`config.mk`:
```
export PLATFORM = sky130hd
export DESIGN_NAME = hdlc_tx_framer
export DESIGN_NICKNAME = d
export VERILOG_FILES = /design/src/rtl/hdlc_tx_pkg.sv /design/src/rtl/hdlc_tx_fifo.sv /design/src/rtl/hdlc_tx_fcs.sv /design/src/rtl/hdlc_tx_framer.sv
export SDC_FILE = /design/constraint.sdc
export NUM_CORES = 1
export LEC_CHECK = 0
export ABC_AREA = 1
export BUFFER_PORTS_ARGS = -buffer_cell sky130_fd_sc_hd__buf_4
export CORE_MARGIN = 1
export CORE_UTILIZATION = 35
export DETAILED_ROUTE_END_ITERATION = 16
export GPL_TIMING_DRIVEN = 0
export SKIP_CTS_REPAIR_TIMING = 1
export SLEW_MARGIN = 10
export SYNTH_ARGS = -nofsm -noshare
export SYNTH_HDL_FRONTEND = slang
export SYNTH_SLANG_ARGS = --single-unit
```
`constraint.sdc`:
```
create_clock -name clk -period 4.23 [get_ports clk]
set_input_delay 0.2115 -clock clk [delete_from_list [all_inputs] [get_ports clk]]
set_output_delay 0.2115 -clock clk [all_outputs]
set_load 0.05 [all_outputs]
```
`src/rtl/hdlc_tx_pkg.sv`:
```
package hdlc_tx_pkg;

   localparam int BYTE_W = 8;
   localparam int FCS_W  = 16;

   localparam logic [BYTE_W-1:0] FLAG_BYTE  = 8'h7E;
   localparam logic [BYTE_W-1:0] IDLE_BYTE  = 8'hFF;
   localparam logic [BYTE_W-1:0] ABORT_BYTE = 8'hFE;

   // Bit-reflected x^16+x^12+x^5+1 and its seed
   localparam logic [FCS_W-1:0] FCS_POLY_REFL = 16'h8408;
   localparam logic [FCS_W-1:0] FCS_SEED      = 16'hFFFF;

   typedef enum logic [2:0] {
      ST_FILL,
      ST_OPEN,
      ST_DATA,
      ST_FCS,
      ST_CLOSE,
      ST_ABORT
   } tx_state_e;

endpackage

```
`src/rtl/hdlc_tx_fifo.sv`:
```
module hdlc_tx_fifo #(
   parameter int DW    = 9,
   parameter int DEPTH = 16,
   localparam int AW   = $clog2(DEPTH),
   localparam int CW   = $clog2(DEPTH + 1)
) (
   input  logic          clk,
   input  logic          rst_n,
   input  logic          clear,
   input  logic          wr_en,
   input  logic [DW-1:0] wr_data,
   input  logic          rd_en,
   output logic [DW-1:0] head,
   output logic [CW-1:0] count,
   output logic          full
);

   generate
      if (DEPTH < 2 || (DEPTH & (DEPTH - 1)) != 0) begin : g_bad_depth
         $error("hdlc_tx_fifo: DEPTH must be a power of two and at least 2");
      end
      if (DW < 2) begin : g_bad_width
         $error("hdlc_tx_fifo: DW must be at least 2");
      end
   endgenerate

   logic [DW-1:0] mem_q [DEPTH];
   logic [AW-1:0] wp_q, rp_q;
   logic          do_wr, do_rd;

   assign full  = (count == CW'(DEPTH));
   assign do_wr = wr_en && !full && !clear;
   assign do_rd = rd_en && (count != '0) && !clear;
   assign head  = mem_q[rp_q];

   always_ff @(posedge clk) begin
      if (do_wr) mem_q[wp_q] <= wr_data;
   end

   always_ff @(posedge clk or negedge rst_n) begin
      if (!rst_n) begin
         wp_q  <= '0;
         rp_q  <= '0;
         count <= '0;
      end else if (clear) begin
         wp_q  <= '0;
         rp_q  <= '0;
         count <= '0;
      end else begin
         if (do_wr) wp_q <= wp_q + AW'(1);
         if (do_rd) rp_q <= rp_q + AW'(1);
         count <= count + CW'(do_wr) - CW'(do_rd);
      end
   end

endmodule

```
`src/rtl/hdlc_tx_fcs.sv`:
```
module hdlc_tx_fcs
   import hdlc_tx_pkg::*;
#(
   parameter int            W    = FCS_W,
   parameter logic [W-1:0]  POLY = FCS_POLY_REFL,
   parameter logic [W-1:0]  SEED = FCS_SEED
) (
   input  logic         clk,
   input  logic         rst_n,
   input  logic         seed_en,
   input  logic         shift_en,
   input  logic         din,
   output logic [W-1:0] crc
);

   generate
      if (W < 8) begin : g_bad_w
         $error("hdlc_tx_fcs: W must be at least 8");
      end
   endgenerate

   // LSB-first serial update of a bit-reflected CRC
   always_ff @(posedge clk or negedge rst_n) begin
      if (!rst_n)        crc <= SEED;
      else if (seed_en)  crc <= SEED;
      else if (shift_en) crc <= (crc >> 1) ^ ((crc[0] ^ din) ? POLY : '0);
   end

endmodule

```
`src/rtl/hdlc_tx_framer.sv`:
```
module hdlc_tx_framer
   import hdlc_tx_pkg::*;
#(
   parameter int FIFO_DEPTH = 16,
   parameter int STUFF_RUN  = 5
) (
   input  logic              clk,
   input  logic              rst_n,
   input  logic              bit_en,
   input  logic              wr_en,
   input  logic [BYTE_W-1:0] wr_data,
   input  logic              wr_last,
   output logic              full,
   input  logic              cfg_fcs_off,
   input  logic              cfg_fcs_inv,
   input  logic              cfg_stuff_off,
   input  logic              cfg_fill_idle,
   input  logic              cfg_out_inv,
   input  logic              flush_in,
   output logic              tx_bit,
   output logic              underrun
);

   localparam int CW  = $clog2(FIFO_DEPTH + 1);
   localparam int EW  = BYTE_W + 1;
   localparam int IW  = $clog2(FCS_W);
   localparam int OW  = $clog2(STUFF_RUN + 2);
   localparam logic [IW-1:0] BYTE_END = IW'(BYTE_W - 1);
   localparam logic [IW-1:0] FCS_END  = IW'(FCS_W - 1);
   localparam logic [OW-1:0] RUN_MAX  = OW'(STUFF_RUN + 1);

   generate
      if (STUFF_RUN < 1 || STUFF_RUN >= BYTE_W) begin : g_bad_run
         $error("hdlc_tx_framer: STUFF_RUN must lie in 1..7");
      end
   endgenerate

   tx_state_e         st_q;
   logic [IW-1:0]     idx_q;
   logic [OW-1:0]     ones_q;
   logic [BYTE_W-1:0] cur_q;
   logic              cur_last_q;
   logic              flush_q;
   logic              tx_q;
   logic              unr_q;

   logic [CW-1:0]     fifo_cnt;
   logic [EW-1:0]     head;
   logic              pop;
   logic [FCS_W-1:0]  crc_val;
   logic [FCS_W-1:0]  fcs_word;
   logic [BYTE_W-1:0] fill_byte;
   logic              flush_rise, ready, fifo_empty;
   logic              stuffed, ins_zero, advance, last_bit, raw_bit;

   assign flush_rise = flush_in && !flush_q;
   assign fifo_empty = (fifo_cnt == '0);
   assign ready      = (fifo_cnt >= CW'(2)) || (!fifo_empty && head[BYTE_W]);
   assign fill_byte  = cfg_fill_idle ? IDLE_BYTE : FLAG_BYTE;
   assign fcs_word   = cfg_fcs_inv ? crc_val : ~crc_val;
   assign stuffed    = (st_q == ST_DATA) || (st_q == ST_FCS);
   assign ins_zero   = !cfg_stuff_off && (ones_q == OW'(STUFF_RUN));
   assign advance    = bit_en && !ins_zero && !flush_rise;
   assign last_bit   = (idx_q == ((st_q == ST_FCS) ? FCS_END : BYTE_END));
   assign pop        = advance && last_bit &&
                       ((st_q == ST_OPEN) ||
                        (st_q == ST_DATA && !cur_last_q && !fifo_empty));

   always_comb begin
      unique case (st_q)
         ST_OPEN, ST_CLOSE: raw_bit = FLAG_BYTE[idx_q[2:0]];
         ST_DATA:           raw_bit = cur_q[idx_q[2:0]];
         ST_FCS:            raw_bit = fcs_word[idx_q];
         ST_ABORT:          raw_bit = ABORT_BYTE[idx_q[2:0]];
         default:           raw_bit = fill_byte[idx_q[2:0]];
      endcase
   end

   hdlc_tx_fifo #(.DW(EW), .DEPTH(FIFO_DEPTH)) u_fifo (
      .clk     (clk),
      .rst_n   (rst_n),
      .clear   (flush_rise),
      .wr_en   (wr_en),
      .wr_data ({wr_last, wr_data}),
      .rd_en   (pop),
      .head    (head),
      .count   (fifo_cnt),
      .full    (full)
   );

   hdlc_tx_fcs u_fcs (
      .clk      (clk),
      .rst_n    (rst_n),
      .seed_en  (advance && st_q == ST_OPEN),
      .shift_en (advance && st_q == ST_DATA),
      .din      (cur_q[idx_q[2:0]]),
      .crc      (crc_val)
   );

   always_ff @(posedge clk or negedge rst_n) begin
      if (!rst_n) begin
         st_q       <= ST_FILL;
         idx_q      <= '0;
         ones_q     <= '0;
         cur_q      <= '0;
         cur_last_q <= 1'b0;
         flush_q    <= 1'b0;
         tx_q       <= 1'b1;
         unr_q      <= 1'b0;
      end else begin
         flush_q <= flush_in;
         if (flush_rise) begin
            st_q   <= ST_ABORT;
            ones_q <= '0;
            unr_q  <= 1'b0;
            idx_q  <= bit_en ? IW'(1) : '0;
            if (bit_en) tx_q <= ABORT_BYTE[0] ^ cfg_out_inv;
         end else if (bit_en) begin
            tx_q <= (ins_zero ? 1'b0 : raw_bit) ^ cfg_out_inv;
            if (ins_zero) begin
               ones_q <= '0;
            end else begin
               if (stuffed && raw_bit) ones_q <= (ones_q == RUN_MAX) ? RUN_MAX : ones_q + OW'(1);
               else                    ones_q <= '0;
               if (!last_bit) begin
                  idx_q <= idx_q + IW'(1);
               end else begin
                  idx_q <= '0;
                  unique case (st_q)
                     ST_OPEN: begin
                        st_q       <= ST_DATA;
                        cur_q      <= head[BYTE_W-1:0];
                        cur_last_q <= head[BYTE_W];
                     end
                     ST_DATA: begin
                        if (cur_last_q) begin
                           st_q <= cfg_fcs_off ? ST_CLOSE : ST_FCS;
                        end else if (fifo_empty) begin
                           st_q  <= ST_ABORT;
                           unr_q <= 1'b1;
                        end else begin
                           cur_q      <= head[BYTE_W-1:0];
                           cur_last_q <= head[BYTE_W];
                        end
                     end
                     ST_FCS:  st_q <= ST_CLOSE;
                     default: st_q <= ready ? ST_OPEN : ST_FILL;
                  endcase
               end
            end
         end
      end
   end

   assign tx_bit   = tx_q;
   assign underrun = unr_q;

endmodule

```
== Yosys cells after proc, flatten, opt, wreduce, memory -nomap -nowiden ==
Memory sizes are Yosys's and may differ from the RTL's.
Index checks and enable logic that the tools add are counted.
Operators by class
  $add $sub $neg: 6
  magnitude comparators: 3
  equality and inequality tests: 14
  muxes and demuxes: 58
  bitwise operators: 6
  reductions and logical operators: 42
Operator list (count)
  $mux W16: 4
  $mux W3: 12
  $mux W4: 9
  $mux W8: 3
  $mux W1: 22
  $logic_and A1 B1 Y1: 16
  $not A16 Y16: 1
  $pmux W8 S2: 1
  $reduce_bool A2 Y1: 8
  $xor A15 B16 Y16: 1
  $add A4 B1 Y4 const B: 3
  $eq A3 B3 Y1 const B: 4
  $pmux W3 S3: 1
  $logic_not A1 Y1: 7
  $reduce_and A7 Y1: 1
  $bmux W1 S3: 2
  $eq A3 B2 Y1 const B: 2
  $reduce_and A6 Y1: 1
  $add A5 B1 Y5: 1
  $eq A5 B5 Y1 const B: 1
  $ge A5 B2 Y1 const B: 1
  $logic_not A5 Y1: 1
  $lt A4 B5 Y1 const B: 1
  $mux W5: 1
  19 further kinds: 25
Storage, ports and cells
  register bits after elaboration: 51
  RAM bits: 144
  ROM bits: 16
  bits of input ports: 19
  memories kept: 3
Memory list
  u_fifo.mem_q: depth 16, bits a word 9, read ports 1, clocked after Yosys merged registers in 0, write ports 1, RTL line hdlc_tx_fifo.sv:27  | logic [DW-1:0] mem_q [DEPTH];
  (no name shown): depth 8, bits a word 1, read ports 1, clocked after Yosys merged registers in 0, write ports 0, RTL line hdlc_tx_framer.sv:74  | ST_ABORT: raw_bit = ABORT_BYTE[idx_q[2:0]];
  (no name shown): depth 8, bits a word 1, read ports 1, clocked after Yosys merged registers in 0, write ports 0, RTL line hdlc_tx_framer.sv:71  | ST_OPEN, ST_CLOSE: raw_bit = FLAG_BYTE[idx_q[2:0]];

== Longest topological paths before layout ==
Gate-level depths: netlist of the first run.
  word-level depth: 11
  depth in mapped cells: 20
  gate-level depth less buffers: 20

== Hierarchy ==
From an unflattened synthesis of the first run, not the netlist that was laid out.
Second synthesis, totals
  cells, all modules: 988
  area, all modules: 9302.7 um2
By module, submodules not included
  hdlc_tx_fifo: instances 1, cells an instance 700, area an instance 6961.7 um2, sequential area each 4649.5 um2
  hdlc_tx_framer: instances 1, cells an instance 220, area an instance 1607.8 um2, sequential area each 551.8 um2
  hdlc_tx_fcs: instances 1, cells an instance 68, area an instance 733.2 um2, sequential area each 420.4 um2

== Worst setup path after synthesis of the first run ==
OpenSTA, ideal clock, no wires.
  path kind: reg-to-reg
  start: register u_fifo.count[2]
  end: register u_fifo.count[4]
  setup time: 0.124 ns
  data arrival time: 2.846 ns
  required time: 4.106 ns
  path slack: 1.260 ns
  cell stages (with the launch flop): 19
  period minus slack after synthesis: 2.970 ns
  cells stage by stage: dfrtp_1 inv_1 ha_1 inv_1 nor2_1 nand3_1 a21oi_1 nor2_8 nand2_4 clkinv_2 ha_1 inv_1 ha_1 inv_1 fa_1 o21bai_1 a21oi_1 o21ai_0 a21oi_1
Between the ends
  word-level cells in the longest chain between the ends: 9
  elaborated cells on any way between the ends: 15
  classes of those cells: add/sub (2); eq/ne (1); mux (1); reduce/logical (11)
RTL lines
  from (decl): RTL line hdlc_tx_fifo.sv:14  | output logic [CW-1:0] count,
  from (signal assigned): RTL line hdlc_tx_fifo.sv:52  | count <= count + CW'(do_wr) - CW'(do_rd);
  parallel branches: the longest is 7 deep, another holds $add A5 B1 Y5
  $sub A5 B1 Y5 *: RTL line hdlc_tx_fifo.sv:52
  $mux W5 *: RTL line hdlc_tx_fifo.sv:45  | end else if (clear) begin
Mark *: on every way between the ends.
A chain may end at the register's enable or synchronous reset.

== Worst setup path in the final report of the first run ==
Same ends and word-level chain as after synthesis.

==> results.cfg, run 1 <==
[yosys]
synth-simple-area-share = 0.1354
ys_seq_area_frac = 0.6521
synth.avg_cell_area_sq_um = 10.98
yosysTopAreaCellShare = 0.5016
synth.area.top_cells = edfxtp_1, dfrtp_1, dfstp_2, nand2_1, o21ai_0
synth_nets = 824
yosys.area.top_type = edfxtp_1
ys_ff_latch = 195
synth_cells = 785
ys.warnings.count = 0
synth_compound_area_frac = 0.1253
ys_types = 42
synth_top_family_by_area = simple AND/OR/NAND/NOR gates
syn-cell-area_sq_mm = 0.008621
synth_mux_area_frac = 0.001306
synth_xor_xnor_area_share = 0.006096
synthAdderAreaFrac = 0.02990

[power]
power_density_mw_per_mm2 = 519.6
p_leak_nw = 3.821
peakVddDrop_uv = 276.5

[setup_path]
arrival_ps = 3670
rrSetupSlack_ps = 880
cp_max_fo = 7
critPathSlowestCell = a21oi_1
cp-startpoint = u_fifo.count[2]
critPathCapture = u_fifo.count[4]
path_class = flop to flop
required_ps = 4550
ff2ff_path_depth = 18
r2r_start = u_fifo.count[2]
cp_slowest_stage_delay_ps = 440
startpoint_type = flop
r2r-end = u_fifo.count[4]
crit_chain = inv_1, ha_1, inv_1, nor2_1, nand3_1, a21oi_1, nor2_8, nand2_4, clkinv_2, ha_1, inv_1, ha_1, inv_1, fa_1, o21bai_1, a21oi_1, o21ai_0, a21oi_1
crit_path_end_kind = flop
worst_path_most_repeated_cell = inv_1

[clocking]
cts_buffer_depth = 2
path_clk_slew_ps = 80
cts_made_buffers = 17
cts_tree = done
clk_latency_ps = 440
cts_max_level = 4
cts.sinks = 195
root_buffer = clkbuf_16

[detailed_routing]
drt_iter0_drc = 471
vias = 5957
wl_per_cell_um = 17.75
routed_via_density = 5.100
firstDrtPassIters = 5
final_antenna_net_count = 0
drt_wl_total_mm = 20.73
drc = 0

[sta]
hold_viol = 0
fin_crit_ps = 3351
post-route-period-util = 0.7922
fin_worst_skew_ps = 13.42
grt_setup_unrepaired = no
tns_ps = 0
relSlewSlack = 0.1276
worst_pin_slew_ps = 1304
slew_violations = 0
max_freq_ghz = 0.2984
finalWorstSetupSlack_ps = 879.0
setup_violations = 0

[die]
die-area_sq_mm = 0.02526
core.rowCount = 57
core_area_sq_mm = 0.02425
start_util = 0.3555
fp.dieH_um = 158.9
ioPinCount = 22
die_w_um = 158.9

[cells_and_area]
nFillCells = 2360
drive_gt1_frac = 0.1351
area_growth_pct = 14.86
post-route-util = 0.4084
fin_nets = 870
antenna_cells = 0
fin_cells = 1168

[placement]
dpl_worst_slack_ps = 876.6
gp_congestion = 0.8173
dp_hpwl_mm = 13.51
placed_cells = 1134
numPortBuffers = 21

[global_route]
grt_start_max_net_pins = 52
first_global_vias = 5680
antenna_found_initial = 0
grt_overflow_total = 0
grt_usage = 0.1700
grt_pass1_wl_mm = 32.60

[min_path]
hold_class = primary input to flop
holdPathStages = 3
min_from = bit_en

[outcome]
status = finished clean

[flow_run]
cap_violations = 0
## flip-flops by register name, indices dropped and copies added, names as in the netlist
name	cells
idx_q	4
u_fcs.crc	16
flush_q	1
u_fifo.count	5
cur_last_q	1
u_fifo.rp_q	4
ones_q	3
u_fifo.mem_q	144
u_fifo.wp_q	4
underrun	1
cur_q	8
st_q	3
tx_bit	1
## per-layer routing
metal | global-route usage | part of all wire | up-vias
met5 | 0 | 0 | -
met3 | 0.03621 | 0.056 | 36
met2 | 0.2634 | 0.46 | 173
li1 | - | - | 2849
met4 | 0.06163 | 0.024 | 0
met1 | 0.2356 | 0.46 | 2899
## worst min-delay path by stage
| stage | to | slack (ps) |
|---|---|---|
| global placement | flush_q | 290 |
| CTS | cur_q[2] | -170 |
| finish | tx_bit | 20 |
| global route | tx_bit | 20 |
| detailed placement | ones_q[0] | 300 |
| floorplan | cur_last_q | -80 |
## area by class of cell
cell class | count | area [sq um] | area share
Sequential cell | 195 | 5622 | 0.5677
Multi-Input combinational cell | 480 | 2591 | 0.2617
Clock buffer | 17 | 425.4 | 0.04296
Tap cell | 324 | 405.4 | 0.04094
Inverter | 75 | 282.8 | 0.02856
Timing Repair Buffer | 27 | 219.0 | 0.02211
Clock inverter | 15 | 209.0 | 0.02110
Buffer | 35 | 147.6 | 0.01491
## kinds of logic after synthesis
family | Yosys count
simple gates | 271
flops | 195
compound gates | 182
buf+inv | 110
fa+ha+maj | 20
xor+xnor | 6
mux | 1
## stage by stage
step | cell area (sq um) | hold slack, ps | total power [mW]
floorplan | 8621 | -84.09 | 3.126
CTS | 9879 | -170.5 | 5.173
global route | 9902 | 16.83 | 5.412
finish | 9902 | 20.88 | 5.145
global placement | 9184 | 290.2 | 3.464
detailed placement | 9245 | 304.4 | 3.485
## synth_stat cells
library cell / number
clkinv_2: 1
nor2_4: 1
a22oi_1: 12
o2111ai_1: 2
o21ai_1: 12
o221ai_1: 14
nor3_1: 8
a32o_1: 4
xor2_1: 4
clkbuf_2: 1
nand2_4: 2
dfrtp_1: 34
ha_1: 19
xnor2_1: 2
mux2_1: 1
a31oi_1: 6
o22ai_1: 10
nor2_2: 2
or2_2: 1
buf_4: 1
a211oi_1: 2
nand3_1: 33
or2_1: 1
nor2_8: 2
nand3b_1: 2
o21ai_0: 74
o21bai_1: 1
buf_2: 9
nand2_2: 3
a41oi_1: 1
nand4_1: 5
inv_1: 63
inv_2: 11
a21oi_1: 33
clkbuf_1: 24
edfxtp_1: 144
o211ai_1: 11
nor3_2: 1
dfstp_2: 17
fa_1: 1
nor2_1: 95
nand2_1: 115
## critical path, delay by kind of cell, from the launching register on
family / cells / cell delay, ps
buf+inv: 5 / 360
fa+ha+maj: 4 / 1020
flops: 1 / 390
simple gates: 4 / 560
compound gates: 5 / 920
## power by group
group | switching [mW] | total, mW | leakage [nW] | internal, mW
Combinational | 0.773 | 1.12 | 1.60 | 0.350
Sequential | 0.0928 | 2.33 | 1.91 | 2.23
Clock | 0.866 | 1.70 | 0.304 | 0.830
Total | 1.73 | 5.14 | 3.82 | 3.41
## placed cells by master, fill, tap and decap left out, types with 5 or more instances in the layout
cell	netlist	layout
a21oi_1	33	33
a22oi_1	12	12
a31oi_1	6	6
buf_2	9	9
buf_4	1	23
clkbuf_1	24	24
clkbuf_16	0	17
dfrtp_1	34	34
dfstp_2	17	17
edfxtp_1	144	144
ha_1	19	19
inv_1	63	63
inv_12	0	6
inv_2	11	11
nand2_1	115	115
nand3_1	33	33
nand4_1	5	5
nor2_1	95	94
nor3_2	1	5
o211ai_1	11	11
o21ai_0	74	74
o21ai_1	12	12
o221ai_1	14	14
o22ai_1	10	10
No activity file was read; power rests on OpenSTA's default activity.
==> run 2, diff against run 1 <==
==> constraint.sdc (replaced) <==
create_clock -name clk -period 3.35 [get_ports clk]
set_input_delay 0.1675 -clock clk [delete_from_list [all_inputs] [get_ports clk]]
set_output_delay 0.1675 -clock clk [all_outputs]
set_load 0.05 [all_outputs]
==> results.cfg, run 2 (synthesis gave the netlist of run 1 again) <==
[power]
peakVddDrop_uv = 348.6
p_leak_nw = 3.830
power_density_mw_per_mm2 = 654.1

[sta]
max_freq_ghz = 0.3234
fin_worst_skew_ps = 13.18
fin_crit_ps = 3092
post-route-period-util = 0.9231
hold_slack_ps = 28.28
relSlewSlack = 0.1157
slew_violations = 0
setup_violations = 0
worst_pin_slew_ps = 1322
hold_viol = 0

[die]
die_w_um = 158.9
fp.dieH_um = 158.9
die-area_sq_mm = 0.02526
start_util = 0.3555
core.rowCount = 57
ioPinCount = 22
core_area_sq_mm = 0.02425

[detailed_routing]
wl_met3_mm = 1.221
met2_length_mm = 9.556
routed_via_density = 5.107
wl_met1_mm = 9.485
drt_iter0_drc = 514
firstDrtPassIters = 5
drc = 0
drt_wl_total_mm = 20.73
vias = 5975
wl_per_cell_um = 17.72
topRoutingLayerUsed = met4
final_antenna_net_count = 0

[global_route]
grt_pass1_wl_mm = 32.60
antenna_found_initial = 0
grt_usage = 0.1700
grt_start_max_net_pins = 52
grt_overflow_total = 0
first_global_vias = 5680

[placement]
numPortBuffers = 21
gp_congestion = 0.8173
dp_hpwl_mm = 13.51

[clocking]
root_buffer = clkbuf_16
cts_buffer_depth = 2
cts_made_buffers = 17
cts_max_level = 4
clk_latency_ps = 440
cts_tree = done
path_clk_slew_ps = 80
cts.sinks = 195

[setup_path]
required_ps = 3670
arrival_ps = 3410
cp_max_fo = 7
path_class = flop to flop
crit_path_end_kind = flop
startpoint_type = flop

[flow_run]
cap_violations = 0

[outcome]
status = finished clean

[cells_and_area]
antenna_cells = 0
fin_nets = 872
area_growth_pct = 15.33
drive_gt1_frac = 0.1395
final_cell_mix = edfxtp_1, nand2_1, nor2_1
post-route-util = 0.4100
top_regs = u_fifo.mem_q (144), u_fcs.crc (16), cur_q (8)
mostFrequentLayoutCell = edfxtp_1
largest_reg_flops = 144
regMostFlops = u_fifo.mem_q

[min_path]
hold_class = primary input to flop
==> run 2: critical path, cell delays in order, from the launching register on <==
cell,delay [ps]
dfrtp_2,440
ha_1,200
nand3b_1,100
nand2_1,120
nor2_4,140
inv_2,80
nor2_8,130
nand2_4,90
nor2_8,150
nand2_4,80
clkinv_2,70
ha_1,220
inv_1,70
ha_1,170
inv_1,60
fa_1,400
o21bai_1,170
a21oi_1,90
o21ai_0,150
a21oi_1,50
==> run 2: final cells by class <==
cell class | count | area, sq um
inverter | 75 | 282.8
clock buffer | 17 | 425.4
multi-input combinational | 480 | 2613
timing repair buffer | 29 | 236.5
tap | 324 | 405.4
clock inverter | 15 | 209.0
buffer | 35 | 147.6
sequential | 195 | 5623
fill | 2350 | 14310
==> run 2: final timing paths <==
check,start,to,slack (ps),depth (start not counted)
max,ones_q[0],u_fifo.count[4],260,19
min,cfg_out_inv,tx_bit,30,4
max reg2reg,ones_q[0],u_fifo.count[4],260,19
min reg2reg,tx_bit,tx_bit,470,2
max in group asynchronous,rst_n,u_fifo.count[4],2580,2
min in group asynchronous,rst_n,flush_q,300,2
==> run 2: power breakdown <==
| part | internal [mW] | switching (mW) |
|---|---|---|
| combinational | 0.446 | 0.987 |
| clock | 1.05 | 1.09 |
| sequential | 2.82 | 0.116 |
==> run 2: through the flow <==
| step | setup slack [ps] | power [mW] | cells | cell area, sq um | setup TNS [ps] |
|---|---|---|---|---|---|
| finish | 257.7 | 6.503 | 1170 | 9942 | 0 |
| global route | -6.140 | 6.848 | 1170 | 9942 | -6.140 |
| CTS | -34.63 | 6.532 | 1166 | 9879 | -34.63 |
| detailed placement | -3.363 | 4.400 | 1134 | 9245 | -3.363 |
| global placement | 79.61 | 4.374 | 1130 | 9184 | 0 |
| floorplan | 380.1 | 3.947 | 785 | 8621 | 0 |
==> run 2: routing by layer <==
metal | global-route usage | vias up
met5 | 0 | -
met4 | 0.06163 | 0
met3 | 0.03621 | 32
met2 | 0.2634 | 183
met1 | 0.2356 | 2907
li1 | - | 2853
